[src/rtl/cfgreg_pkg.sv]
package cfgreg_pkg;
  localparam int BYTE_W = 8;
  localparam int NV_W   = 2 * BYTE_W;
  localparam int IDX_W  = 2;
  localparam logic [IDX_W-1:0] IDX_MAX = 2'd2;

  localparam logic [7:0] OP_WREN    = 8'h06;
  localparam logic [7:0] OP_RST_EN  = 8'h66;
  localparam logic [7:0] OP_RST_MEM = 8'h99;
  localparam logic [7:0] OP_RD_NV   = 8'hB5;
  localparam logic [7:0] OP_WR_NV   = 8'hB1;
  localparam logic [7:0] OP_RD_V    = 8'h85;
  localparam logic [7:0] OP_WR_V    = 8'h81;
  localparam logic [7:0] OP_RD_EV   = 8'h65;
  localparam logic [7:0] OP_WR_EV   = 8'h61;

  typedef enum logic [1:0] {PH_IDLE, PH_COLLECT, PH_READ, PH_DONE} phase_t;
  typedef enum logic [1:0] {TG_NV, TG_V, TG_EV} tgt_t;

  // Volatile byte rebuilt from the non-volatile word
  function automatic logic [BYTE_W-1:0] vol_from_nv(input logic [NV_W-1:0] nv);
    logic [BYTE_W-1:0] v;
    v      = 8'h03;
    v[3]   = (nv[11:9] != 3'b111);
    v[7:4] = nv[15:12];
    return v;
  endfunction

  // Enhanced volatile byte rebuilt from the non-volatile word
  function automatic logic [BYTE_W-1:0] evol_from_nv(input logic [NV_W-1:0] nv);
    logic [BYTE_W-1:0] e;
    e    = 8'h1F;
    e[6] = nv[1];
    e[7] = nv[3];
    return e;
  endfunction
endpackage

[src/rtl/cfgreg_decode.sv]
module cfgreg_decode
  import cfgreg_pkg::*;
(
  input  logic              clk,
  input  logic              rst_n,
  input  logic              sel,
  input  logic              rx_fire,
  input  logic [BYTE_W-1:0] rx_data,
  input  logic              tx_fire,
  input  logic              wel,
  output logic              rd_active,
  output tgt_t              rd_tgt,
  output logic [IDX_W-1:0]  rd_idx,
  output logic              wr_nv,
  output logic              wr_v,
  output logic              wr_ev,
  output logic [NV_W-1:0]   wr_data,
  output logic              set_wel,
  output logic              soft_rst
);
  phase_t            phase;
  tgt_t              tgt;
  logic [IDX_W-1:0]  idx;
  logic [BYTE_W-1:0] lo_byte;
  logic              rst_arm;
  logic              op_fire;
  logic              last_byte;

  always_ff @(posedge clk or negedge rst_n) begin
    if (!rst_n) begin
      phase   <= PH_IDLE;
      tgt     <= TG_NV;
      idx     <= '0;
      lo_byte <= '0;
      rst_arm <= 1'b0;
    end else if (!sel) begin
      phase <= PH_IDLE;
      idx   <= '0;
    end else begin
      case (phase)
        PH_IDLE: if (rx_fire) begin
          idx     <= '0;
          rst_arm <= (rx_data == OP_RST_EN);
          phase   <= PH_DONE;
          case (rx_data)
            OP_RD_NV: begin phase <= PH_READ; tgt <= TG_NV; end
            OP_RD_V:  begin phase <= PH_READ; tgt <= TG_V;  end
            OP_RD_EV: begin phase <= PH_READ; tgt <= TG_EV; end
            OP_WR_NV: if (wel) begin phase <= PH_COLLECT; tgt <= TG_NV; end
            OP_WR_V:  if (wel) begin phase <= PH_COLLECT; tgt <= TG_V;  end
            OP_WR_EV: if (wel) begin phase <= PH_COLLECT; tgt <= TG_EV; end
            default: ;
          endcase
        end
        PH_COLLECT: if (rx_fire) begin
          if (tgt == TG_NV && idx == '0) begin
            lo_byte <= rx_data;
            idx     <= 2'd1;
          end else begin
            phase <= PH_DONE;
          end
        end
        PH_READ: if (tx_fire && idx != IDX_MAX) idx <= idx + 2'd1;
        default: ;
      endcase
    end
  end

  always_comb begin
    op_fire   = sel && phase == PH_IDLE && rx_fire;
    last_byte = sel && phase == PH_COLLECT && rx_fire && (tgt != TG_NV || idx == 2'd1);
    wr_nv     = last_byte && tgt == TG_NV;
    wr_v      = last_byte && tgt == TG_V;
    wr_ev     = last_byte && tgt == TG_EV;
    wr_data   = (tgt == TG_NV) ? {rx_data, lo_byte} : {{BYTE_W{1'b0}}, rx_data};
    set_wel   = op_fire && rx_data == OP_WREN;
    soft_rst  = op_fire && rx_data == OP_RST_MEM && rst_arm;
    rd_active = sel && phase == PH_READ;
    rd_tgt    = tgt;
    rd_idx    = idx;
  end
endmodule

[src/rtl/cfgreg_store.sv]
module cfgreg_store
  import cfgreg_pkg::*;
#(
  parameter logic [15:0] NV_RESET     = 16'h8FFF,
  parameter logic [7:0]  EXT_ON_RESET = 8'h03
) (
  input  logic              clk,
  input  logic              rst_n,
  input  logic              wr_nv,
  input  logic              wr_v,
  input  logic              wr_ev,
  input  logic [NV_W-1:0]   wr_data,
  input  logic              set_wel,
  input  logic              soft_rst,
  output logic [NV_W-1:0]   nv_cfg,
  output logic [BYTE_W-1:0] vol_cfg,
  output logic [BYTE_W-1:0] evol_cfg,
  output logic              wel,
  output logic              addr4,
  output logic [BYTE_W-1:0] ext_addr
);
  localparam logic [BYTE_W-1:0] VOL_PWR  = vol_from_nv(NV_RESET);
  localparam logic [BYTE_W-1:0] EVOL_PWR = evol_from_nv(NV_RESET);
  localparam logic [BYTE_W-1:0] EXT_PWR  = NV_RESET[1] ? '0 : EXT_ON_RESET;

  always_ff @(posedge clk or negedge rst_n) begin
    if (!rst_n) begin
      nv_cfg   <= NV_RESET;
      vol_cfg  <= VOL_PWR;
      evol_cfg <= EVOL_PWR;
      wel      <= 1'b0;
      addr4    <= ~NV_RESET[0];
      ext_addr <= EXT_PWR;
    end else if (soft_rst) begin
      vol_cfg  <= vol_from_nv(nv_cfg);
      evol_cfg <= evol_from_nv(nv_cfg);
      wel      <= 1'b0;
      if (!nv_cfg[0]) addr4    <= 1'b1;
      if (!nv_cfg[1]) ext_addr <= EXT_ON_RESET;
    end else begin
      if (wr_nv) nv_cfg   <= wr_data;
      if (wr_v)  vol_cfg  <= wr_data[BYTE_W-1:0];
      if (wr_ev) evol_cfg <= wr_data[BYTE_W-1:0];
      if (wr_nv || wr_v || wr_ev) wel <= 1'b0;
      else if (set_wel)           wel <= 1'b1;
    end
  end
endmodule

[src/rtl/cfgreg_unit.sv]
module cfgreg_unit
  import cfgreg_pkg::*;
#(
  parameter logic [15:0] NV_RESET     = 16'h8FFF,
  parameter logic [7:0]  EXT_ON_RESET = 8'h03
) (
  input  logic        clk,
  input  logic        rst_n,
  input  logic        sel,
  input  logic        rx_valid,
  output logic        rx_ready,
  input  logic [7:0]  rx_data,
  output logic        tx_valid,
  input  logic        tx_ready,
  output logic [7:0]  tx_data,
  output logic        wel_o,
  output logic        addr4_o,
  output logic [7:0]  ext_addr_o,
  output logic [15:0] nv_cfg_o,
  output logic [7:0]  vol_cfg_o,
  output logic [7:0]  evol_cfg_o
);
  logic             rd_active;
  tgt_t             rd_tgt;
  logic [IDX_W-1:0] rd_idx;
  logic             wr_nv, wr_v, wr_ev, set_wel, soft_rst;
  logic [NV_W-1:0]  wr_data;
  logic             rx_fire, tx_fire;

  assign rx_ready = sel;
  assign rx_fire  = rx_valid && sel;
  assign tx_valid = rd_active;
  assign tx_fire  = rd_active && tx_ready;

  cfgreg_decode u_dec (
    .clk(clk), .rst_n(rst_n), .sel(sel), .rx_fire(rx_fire), .rx_data(rx_data),
    .tx_fire(tx_fire), .wel(wel_o), .rd_active(rd_active), .rd_tgt(rd_tgt),
    .rd_idx(rd_idx), .wr_nv(wr_nv), .wr_v(wr_v), .wr_ev(wr_ev), .wr_data(wr_data),
    .set_wel(set_wel), .soft_rst(soft_rst)
  );

  cfgreg_store #(.NV_RESET(NV_RESET), .EXT_ON_RESET(EXT_ON_RESET)) u_st (
    .clk(clk), .rst_n(rst_n), .wr_nv(wr_nv), .wr_v(wr_v), .wr_ev(wr_ev),
    .wr_data(wr_data), .set_wel(set_wel), .soft_rst(soft_rst),
    .nv_cfg(nv_cfg_o), .vol_cfg(vol_cfg_o), .evol_cfg(evol_cfg_o),
    .wel(wel_o), .addr4(addr4_o), .ext_addr(ext_addr_o)
  );

  // Readback byte select; anything past the defined bytes is all ones
  always_comb begin
    tx_data = 8'hFF;
    case (rd_tgt)
      TG_NV: begin
        if (rd_idx == 2'd0)      tx_data = nv_cfg_o[7:0];
        else if (rd_idx == 2'd1) tx_data = nv_cfg_o[15:8];
      end
      TG_V:  if (rd_idx == 2'd0) tx_data = vol_cfg_o;
      TG_EV: if (rd_idx == 2'd0) tx_data = evol_cfg_o;
      default: ;
    endcase
  end
endmodule

[config.mk]
export PLATFORM = sky130hd
export DESIGN_NAME = cfgreg_unit
export DESIGN_NICKNAME = d
export VERILOG_FILES = /design/src/rtl/cfgreg_pkg.sv /design/src/rtl/cfgreg_decode.sv /design/src/rtl/cfgreg_store.sv /design/src/rtl/cfgreg_unit.sv
export SDC_FILE = /design/constraint.sdc
export NUM_CORES = 1
export LEC_CHECK = 0
export ABC_AREA = 0
export BUFFER_PORTS_ARGS = -buffer_cell sky130_fd_sc_hd__buf_2
export CORE_ASPECT_RATIO = 2
export CORE_MARGIN = 4
export CORE_UTILIZATION = 54
export CTS_BUF_LIST = sky130_fd_sc_hd__clkbuf_16
export DETAILED_ROUTE_END_ITERATION = 6
export PLACE_DENSITY = 0.8
export SYNTH_ARGS = -nofsm -noshare
export SYNTH_HDL_FRONTEND = slang
export SYNTH_SLANG_ARGS = --single-unit
[constraint.sdc]
create_clock -name clk -period 2.3 [get_ports clk]
set_clock_uncertainty 0.1 [all_clocks]
set_input_delay 0.345 -clock clk [delete_from_list [all_inputs] [get_ports clk]]
set_output_delay 0.345 -clock clk [all_outputs]
set_load 0.03 [all_outputs]
# Word-level counts from Yosys, hierarchy flattened
# Cells that the tools add are included.
# W data, S select, Z words.
# totals
regBits,50
inputBits,13
# op_classes
bitwise_logic,3
n_addsub,1
n_reduce_logical,37
n_mux,30
eq_ne,26
# ops
operator,count
$mux W8,8
$eq A8 B8 Y1 const B,5
$mux W2,13
$eq A8 B7 Y1 const B,3
$pmux W8 S3,1
$logic_and A1 B1 Y1,16
$mux W16,1
$ne A3 B2 Y1 const B,4
$pmux W2 S6,1
$eq A8 B3 Y1 const B,1
$pmux W2 S2,2
$reduce_and A4 Y1,2
$reduce_and A7 Y1,1
$eq A2 B1 Y1 const B,3
$logic_not A2 Y1,3
$ne A2 B1 Y1 const B,3
$ne A3 B3 Y1 const B,2
$pmux W2 S3,1
$reduce_and A2 Y1,3
$reduce_bool A2 Y1,3
$reduce_bool A6 Y1,1
$reduce_or A3 Y1,2
$reduce_and A5 Y1,1
$eq A2 B2 Y1 const B,2
other kinds (9),15

# Logic depth before layout (Yosys ltp)
# Gate-level depths: netlist of the first run.
# logic_depth
depth_word,9
depth_mapped,8

# Cells and area by module
# A second synthesis of the first run with hierarchy kept.
# unflattened
cells_unflattened,263
area_unflattened_um2,2931.6
# by_module_without_submodules
module,seq_area_each_um2,n_inst,cells_per_inst,area_per_inst_um2
cfgreg_store,904.6,1,112,1550.2
cfgreg_decode,375.4,1,101,1041.0
cfgreg_unit,0.0,1,50,340.3

# Worst setup path after synthesis of the first run
# Ideal clock, no wire load.
# synth_path
path_kind,reg2out
start,reg u_dec.idx[0] (netlist: u_dec.rd_idx[0])
end,out tx_data[0]
t_arrival_ns,2.055
path_stages_with_launch,8
n_path_buf,3
path_slack_ns,-0.200
cell_sequence,dfrtp_1 -> inv_1 -> ha_1 -> clkbuf_1 -> clkbuf_1 -> clkbuf_1 -> a21oi_1 -> o22ai_1
# synth_between
elab_chain_len,4
elab_cells_between_ends,7
# synth_rtl
item,line,source
start: declaration,cfgreg_decode.sv:23,logic [IDX_W-1:0] idx;
start signal: assignment,cfgreg_decode.sv:63,PH_READ: if (tx_fire && idx != IDX_MAX) idx <= idx + 2'd1;
$eq A2 B1 Y1,cfgreg_unit.sv:55,else if (rd_idx == 2'd1) tx_data = nv_cfg_o[15:8];
$mux W8,cfgreg_unit.sv:55,
$mux W8,cfgreg_unit.sv:54,if (rd_idx == 2'd0) tx_data = nv_cfg_o[7:0];
$pmux W8 S3 (*),cfgreg_unit.sv:52,case (rd_tgt)
end: declaration,cfgreg_unit.sv:15,"output logic [7:0] tx_data,"
# Mark *: on every way between the ends. The rest lies on a longest branch, timed or not.

# Final worst setup path of the first run
# layout_path
start,reg u_dec.idx[0] (netlist: u_dec.rd_idx[0])
end,out tx_data[1]
# The elaborated chain is that of the path after synthesis.

==> metrics, run 1 <==
Crit path required time 1.86 ns; CTS Buffer Depth 2; Power Internal 1.87 mW; DRC 0; fillers 406; DP Wirelength 5570 microns; Seq cells post-synth 50; CTS tree yes; Num CTS Buffers 5; First-pass DRT Iterations 4; Vias/cell 5.80; total die area 6530 sq um; yosys warns 0; Clk Latency, worst-skew pair 0.29 ns; fraction of layout cells with a size suffix above 1 45.2%; Clock Pin Slew Worst Setup and Hold Paths 0.07 ns; placer congestion estimate 0.897; Peak VDD IR 0.815 mV; worst setup path category register to output pin; RSZ-0062 raised after global routing false; TNS Setup 0 ns; clk sink count 50; I/O pin count 65; Die H 110 microns; PwrDens 808 nW/um^2; overall routing resource usage 24.9%; Syn Std Cell Area 2830 sq um; Lkg Pwr 1.67 nW; Crit-path slowest cell dfrtp_1; DR WL/cell 18.9 microns; grt total ovfl 0; register area share after synthesis 45.3%; min cycle time layout 2.21 ns; Setup violations, final 0; worst min path class input pin to async pin; final core utilization 67.7%; depth of the CTS H-tree 2; Synth-to-Final Area Change 21.9%; Post-DP Area 3250 sq um; register-to-register setup slack 0.17 ns; first-pass GRT wire length 12000 microns; FMAX 452 MHz; Avg Cell Area, Syn 10.1 sq um; initial antenna violation count 0; sw power 921 uW; initial drt markers 119; minimum hold slack 0.000621 ns; Nets 359; Worst Tran Pin Value 0.708 ns; n_diodes 0; most common cell after layout, fill and taps aside buf_2; most frequent cells in the layout buf_2, nand2_1, dfrtp_1, a21oi_1, dfstp_2; design area 3450 sq um; IO Port Bufs 58; switching part of the total 33.1%; pin count of the biggest net entering global routing 32; outcome finished clean; Final Hold Viols 0; Arr. time, crit path 1.77 ns; Post-Synthesis Cells 279; initial core utilization 55.5%; Routed WL 7530 microns; fin. max-slew vios 0; library cells used by synthesis 39; CP Cell Sequence inv_2 -> ha_4 -> buf_4 -> nand2b_1 -> a21oi_1 -> o22ai_2 -> buf_2; row cnt 37; Setup crit start kind register; ANT nets after route 0; vias in the first global route 2342; area of the multi-input gates 1430 sq um; Core ar. 5090 sq um; max incr delay on CP 0.41 ns; overall die width 59.2 microns; CP endpoint kind output pin; Logic pwr share 29.5%; crit-path max FO 8; root buf cell clkbuf_16; vias after detailed routing 2316; Seq pwr share 40.3%; Tcrit/Tclk final 96.2%; Max-cap violations 0; worst rel slew slack 52.8%; CTS Hold Bufs 0; Register Area 1280 sq um; clock network power share 30.2%
synthesized netlist by cell type:
library cell	number	area share (%)
a211oi_1	1	0.27
a21oi_1	28	5.0
a311o_1	1	0.35
a31oi_1	3	0.66
a32o_1	1	0.35
a32oi_1	1	0.31
and4bb_2	1	0.44
buf_1	1	0.13
buf_2	3	0.53
buf_4	8	2.1
buf_6	2	0.80
clkbuf_1	11	1.5
clkbuf_2	1	0.18
conb_1	1	0.13
dfrtp_1	27	24
dfstp_2	23	21
ha_1	6	2.7
inv_1	17	2.3
mux2_2	20	8.0
mux2_4	8	4.2
mux2i_1	20	7.1
nand2_1	27	3.6
nand2b_1	10	2.2
nand3_1	4	0.71
nand4b_1	1	0.31
nor2_1	16	2.1
nor3_1	2	0.35
nor3_2	1	0.35
nor3b_1	2	0.53
nor4_1	3	0.66
nor4_4	1	0.75
nor4bb_1	1	0.35
o21ai_0	12	2.1
o21bai_1	2	0.53
o22ai_1	8	1.8
or2_2	1	0.22
or3b_4	1	0.40
or4_1	2	0.53
xnor2_1	1	0.31
power by group through the flow:
stage | logic, mW | clock network, mW | registers (mW)
detailed placement | 0.809 | 0 | 1.14
global placement | 0.783 | 0 | 1.13
CTS | 0.820 | 0.851 | 1.12
floorplan | 0.492 | 0 | 1.21
finish | 0.821 | 0.843 | 1.12
global route | 0.885 | 0.880 | 1.14
critical path: cells and delay by family (launching register included):
kind	cells	cell delay, ns
fa+ha+maj	1	0.21
compound gates	2	0.29
flops	1	0.41
buf+inv	3	0.49
simple gates	1	0.07
worst paths after layout:
path                                   endpoint  depth (start not counted)            start
worst max register to register  u_dec.rd_tgt[1]                          5   u_dec.phase[0]
worst min register to register       u_st.addr4                          1       u_st.addr4
min in group clk                 u_dec.phase[0]                          2       rx_data[2]
worst max-delay path                 tx_data[1]                          7  u_dec.rd_idx[0]
max in group asynchronous       u_st.vol_cfg[0]                          2            rst_n
worst min-delay path            u_st.vol_cfg[5]                          1            rst_n
state kept, by name, indices dropped and copies added, names as in the netlist:
| name | cells |
|---|---|
| u_st.addr4 | 1 |
| u_st.wel | 1 |
| u_dec.phase | 2 |
| u_st.evol_cfg | 8 |
| u_st.ext_addr | 1 |
| u_st.nv_cfg | 16 |
| u_dec.rst_arm | 1 |
| u_dec.lo_byte | 8 |
| u_st.vol_cfg | 8 |
| u_dec.rd_idx | 2 |
| u_dec.rd_tgt | 2 |
kinds of logic (layout without fill, tap and decap cells):
| kind of cell | after synthesis | count (layout) | share of synthesized area (%) |
|---|---|---|---|
| buffers and inverters | 43 | 100 | 7.48 |
| muxes | 48 | 48 | 19.3 |
| and+or+nand+nor | 73 | 73 | 13.5 |
| adders and majority gates | 6 | 6 | 2.65 |
| AOI/OAI and AO/OA | 57 | 57 | 11.3 |
| DFF | 50 | 50 | 45.3 |
| other | 1 | 6 | 0.133 |
| xor gates and xnor gates | 1 | 1 | 0.310 |
metal layers:
layer	routed length, microns	vias to the layer above	part of all wire [%]	GRT usage (%)
met4	251	0	3.3	12.8
met1	2710	1138	36	27.2
met3	373	19	5.0	5.24
li1	-	1077	-	-
met5	0	-	0	0
met2	4190	82	56	43.9
stage by stage:
stage / setup WS [ns] / instances / total power [mW]
after floorplan: -0.0201 / 284 / 1.70
after global routing: 0.0200 / 399 / 2.90
after global placement: 0.252 / 391 / 1.91
after CTS: 0.0465 / 399 / 2.79
after detailed placement: 0.201 / 391 / 1.94
final: 0.0866 / 399 / 2.79
final cells by class:
cell class | count | share of cell area, %
clock buffers | 5 | 3.63
multi-input cells | 191 | 41.5
well taps | 58 | 2.11
flip-flops and latches | 50 | 37.1
inverters | 17 | 1.85
repair buffers | 75 | 12.5
clock inverters | 3 | 1.27
what timing repair did:
action	CTS	global route
buffers inserted	0	0
endpoints found under the setup margin	8	6
gates resized for setup	3	5
gates cloned	0	0
(Power assumes the default switching activity.)
==> run 2, diff against run 1 <==
CTS_BUF_LIST = not set   (was sky130_fd_sc_hd__clkbuf_16)
==> metrics, run 2 (synthesis gave the netlist of run 1 again) <==
ANT nets after route 0; first-pass GRT wire length 11800 microns; Crit path required time 1.86 ns; Synth-to-Final Area Change 20.7%; CTS Buffer Depth 2; Final Hold Viols 0; DP Wirelength 5570 microns; CTS tree yes; worst min path class input pin to register; clk sink count 50; pin count of the biggest net entering global routing 32; FMAX 451 MHz; register with the most flip-flops u_st.nv_cfg; Num CTS Buffers 5; Core ar. 5090 sq um; Tcrit/Tclk final 96.5%; Routed WL 7490 microns; DP Worst Slack 0.201 ns; DRC 0; RSZ-0062 raised after global routing false; initial core utilization 55.5%; Power, Total 2.58 mW; max incr delay on CP 0.41 ns; n_diodes 0; Arr. time, crit path 1.77 ns; initial drt markers 84; most frequent cells in the layout buf_2, nand2_1, dfrtp_1, a21oi_1, dfstp_2; Vias/cell 5.82; design area 3410 sq um; vias in the first global route 2325; overall routing resource usage 24.2%; Die H 110 microns; Setup violations, final 0; placer congestion estimate 0.897; Largest register FFs 16; min cycle time layout 2.22 ns; root buf cell clkbuf_8; First-pass DRT Iterations 4; fin. max-slew vios 0; fillers 418; fraction of layout cells with a size suffix above 1 45.1%; overall die width 59.2 microns; Clock Pin Slew Worst Setup and Hold Paths 0.09 ns; Peak VDD IR 0.785 mV; crit-path max FO 8; outcome finished clean; Crit-path slowest cell dfrtp_1; Max-cap violations 0; grt total ovfl 0; Post-DP Area 3250 sq um; worst rel slew slack 53.3%; Setup crit start kind register; IO Port Bufs 58; most common cell after layout, fill and taps aside buf_2; total die area 6530 sq um; vias after detailed routing 2338; initial antenna violation count 0; Worst Tran Pin Value 0.700 ns; Clk Latency, worst-skew pair 0.31 ns; Nets 362; placed cells 391; row cnt 37; depth of the CTS H-tree 2; CP Cell Sequence inv_2 -> ha_4 -> buf_4 -> nand2b_1 -> a21oi_1 -> o22ai_2 -> buf_2; Lkg Pwr 1.65 nW; final core utilization 67.0%; I/O pin count 65; DR WL/cell 18.6 microns; worst setup path category register to output pin; final non-filler cell total 402; worst setup margin 0.0810 ns; CP endpoint kind output pin; PwrDens 755 nW/um^2
run 2: through the flow:
step	setup TNS, ns	hold slack (ns)
final	0	0.239
after global routing	0	0.258
after CTS	0	0.237
after detailed placement	0	0.327
after global placement	0	0.319
after floorplan	-0.0201	-0.0506
run 2: report_power, final:
part | switching, mW | internal [mW] | total, mW | leakage, nW
Sequential | 0.0902 | 1.03 | 1.12 | 0.596
Combinational | 0.504 | 0.323 | 0.827 | 0.997
Clock | 0.300 | 0.326 | 0.626 | 0.0585
Total | 0.894 | 1.68 | 2.58 | 1.65
run 2: final cells by class:
cell class | instances | area [sq um] | share of cell area [%]
sequential | 50 | 1280 | 37.5
tap | 58 | 72.6 | 2.13
clock buffer | 5 | 68.8 | 2.02
inverter | 17 | 63.8 | 1.87
clock inverter | 3 | 43.8 | 1.28
multi-input combinational | 191 | 1430 | 41.8
timing repair buffer | 78 | 455 | 13.3
run 2: path summary, 6_finish.rpt:
check	startpoint	to	slack (ns)	cells after the start
worst max register to register	u_dec.phase[1]	u_dec.lo_byte[2]	0.19	6
worst min register to register	u_st.addr4	u_st.addr4	0.39	1
worst min-delay path	rx_data[2]	u_dec.phase[0]	0.24	2
worst max-delay path	u_dec.rd_idx[1]	tx_data[1]	0.08	7
max in group asynchronous	rst_n	u_st.vol_cfg[1]	0.88	3
min in group asynchronous	rst_n	u_st.vol_cfg[5]	0.51	2
run 2: repair_timing:
item	4_1_cts	5_1_grt
hold buffers	1	0
buffers inserted	0	2
resized for setup	3	4
hold endpoints to repair	14	0
setup endpoints to repair	8	7
pin swaps	0	1
run 2: layer usage:
layer / share of wire [%] / GRT usage, % / routed length, microns
met5: 0 / 0 / 0
met4: 3.6 / 13.0 / 270
met3: 5.0 / 4.31 / 376
met2: 55 / 42.7 / 4130
met1: 36 / 26.8 / 2710
run 2: worst max-delay path, delay by kind of cell, from the launching register on:
family,cells,cell delay [ns]
buffers and inverters,3,0.49
AND/OR/NAND/NOR,1,0.07
AO/OA/AOI/OAI,2,0.28
adder cells (fa/ha/maj),1,0.21
flip-flops,1,0.41
==> run 3, diff against run 2 <==
SYNTH_HIERARCHICAL = 1   (was not set)
==> metrics, run 3 <==
Worst Tran Pin Value 0.550 ns; Die H 112 microns; fraction of layout cells with a size suffix above 1 48.3%; n_diodes 0; Post-Synthesis Cells 263; Power Internal 1.31 mW; overall die width 60.1 microns; Syn Std Cell Area 2930 sq um; FMAX 459 MHz; Synth area leader dfrtp_1; Nets 343; Clk Latency, worst-skew pair 0.31 ns; Tcrit/Tclk final 94.8%; DP Wirelength 5330 microns; design area 3380 sq um; clock network power share 29.2%; row cnt 37; post-synth top area share 23.0%; placer congestion estimate 0.842; overall routing resource usage 22.4%; clk sink count 50; Crit path required time 1.86 ns; Seq cells post-synth 50; Largest register FFs 16; RSZ-0062 raised after global routing false; outcome finished clean; grt total ovfl 0; Setup violations, final 0; Num CTS Buffers 5; Arr. time, crit path 1.73 ns; total die area 6740 sq um; Post-DP Area 3270 sq um; worst rel slew slack 63.4%; min cycle time layout 2.18 ns; First-pass DRT Iterations 4; root buf cell clkbuf_8; worst min path class input pin to register; depth of the CTS H-tree 2; Setup Fix Bufs, Post-CTS 0; Logic pwr share 18.4%; Clock Pin Slew Worst Setup and Hold Paths 0.09 ns; initial antenna violation count 0; Synth Area in Simple Gates 17.2%; post-synthesis mux area share 17.0%; top cells by count, synth dfrtp_1, dfstp_2, mux2_2; adder-cell share of the synthesized area 2.56%; ANT nets after route 0; DR WL/cell 18.2 microns; yosys warns 6; worst setup path category register to output pin; vias after detailed routing 2230; Seq pwr share 52.3%; Synth area leaders dfrtp_1, dfstp_2, mux2_2; largest family of logic cells by synthesized area simple AND/OR/NAND/NOR gates; Power, Total 1.84 mW; crit-path max FO 11; TNS Setup 0 ns; Synth-to-Final Area Change 15.4%; most common cell after layout, fill and taps aside buf_2; Primary FF master, synth dfrtp_1; Compound-Gate Fraction of Synth Area 12.9%; Final Hold Viols 0; Core ar. 5180 sq um; initial drt markers 67; CTS Buffer Depth 2; fin. max-slew vios 0; Avg Cell Area, Syn 11.1 sq um; switching part of the total 28.5%; most common cell in the netlist dfrtp_1; register area share after synthesis 43.7%; pin count of the biggest net entering global routing 29; Lkg Pwr 1.68 nW; Routed WL 6970 microns; CP endpoint kind output pin; vias in the first global route 2350; Setup crit start kind register; Peak VDD IR 0.446 mV; IO Port Bufs 58; Post-synth EDFFs 0; Max-cap violations 0; Vias/cell 5.82; register with the most flip-flops u_st/nv_cfg; CTS tree yes; first-pass GRT wire length 11500 microns; PwrDens 543 nW/um^2; I/O pin count 65; DRC 0; asr flop ratio synth 100%; Synth Area in XOR/XNOR 0.299%; sw power 524 uW; library cells used by synthesis 50; initial core utilization 56.5%; most frequent cells in the layout buf_2, dfrtp_1, mux2_2, dfstp_2
[run 3: through the flow]
stage | setup WS (ns) | std cells | hold WS (ns) | util, %
2_1_floorplan | 0.190 | 268 | -0.0506 | -
3_3_place_gp | 0.272 | 374 | 0.253 | 63.1
3_5_place_dp | 0.220 | 374 | 0.257 | 63.1
4_1_cts | 0.0983 | 383 | 0.213 | 65.2
5_1_grt | 0.0606 | 383 | 0.238 | 65.2
6_report | 0.120 | 383 | 0.220 | 65.2
[run 3: final timing paths]
check / startpoint / to / slack, ns / cells after the start
setup / recovery: u_dec/rd_idx[0] / tx_data[5] / 0.12 / 5
hold / removal: rx_data[4] / u_dec/rd_tgt[0] / 0.22 / 2
setup reg to reg: u_dec/phase[1] / u_st/nv_cfg[14] / 0.21 / 7
hold reg to reg: u_st/addr4 / u_st/addr4 / 0.36 / 1
max in group asynchronous: rst_n / u_st/nv_cfg[3] / 1.02 / 3
min in group asynchronous: rst_n / u_st/vol_cfg[4] / 0.45 / 2
[run 3: cells by family (layout without fill, tap and decap cells)]
| logic type | after synthesis | count (layout) |
|---|---|---|
| simple gates | 78 | 78 |
| compound gates | 56 | 56 |
| flops | 50 | 50 |
| mux | 43 | 43 |
| buf+inv | 28 | 85 |
| fa+ha+maj | 6 | 6 |
| other cells | 1 | 6 |
| xor+xnor | 1 | 1 |
[run 3: power groups by stage]
stage	combinational (mW)	clock [mW]	sequential, mW
global placement	0.330	0	0.972
finish	0.339	0.537	0.961
CTS	0.338	0.559	0.961
floorplan	0.231	0	0.974
global route	0.368	0.587	0.969
detailed placement	0.335	0	0.976
[run 3: critical path, cell delays in order (launching register included)]
cell and delay, ns:
dfrtp_1 0.52, buf_4 0.24, nor2b_2 0.16, o21a_1 0.18
a21oi_1 0.11, buf_2 0.21
[run 3: cell type report]
type | instances | area (sq um)
Clock buffer | 6 | 82.6
Clock inverter | 2 | 12.5
Fill cell | 449 | 1800
Inverter | 7 | 26.3
Multi-Input combinational cell | 190 | 1510
Sequential cell | 50 | 1280
Tap cell | 58 | 72.6
Timing Repair Buffer | 70 | 395
[run 3: routing by layer]
layer	part of all wire, %	vias up	global-route usage (%)	routed length [microns]
met1	38	1112	24.8	2660
met3	4.1	11	2.99	283
met2	56	66	40.1	3870
li1	-	1041	-	-
met5	0	-	0	0
met4	2.2	0	10.1	154
[run 3: timing repair]
action                                 in CTS  in global routing
endpoints found under the hold margin      16                  0
setup endpoints to repair                   1                  1
hold buffers                                1                  0
gates resized for setup                     2                  1
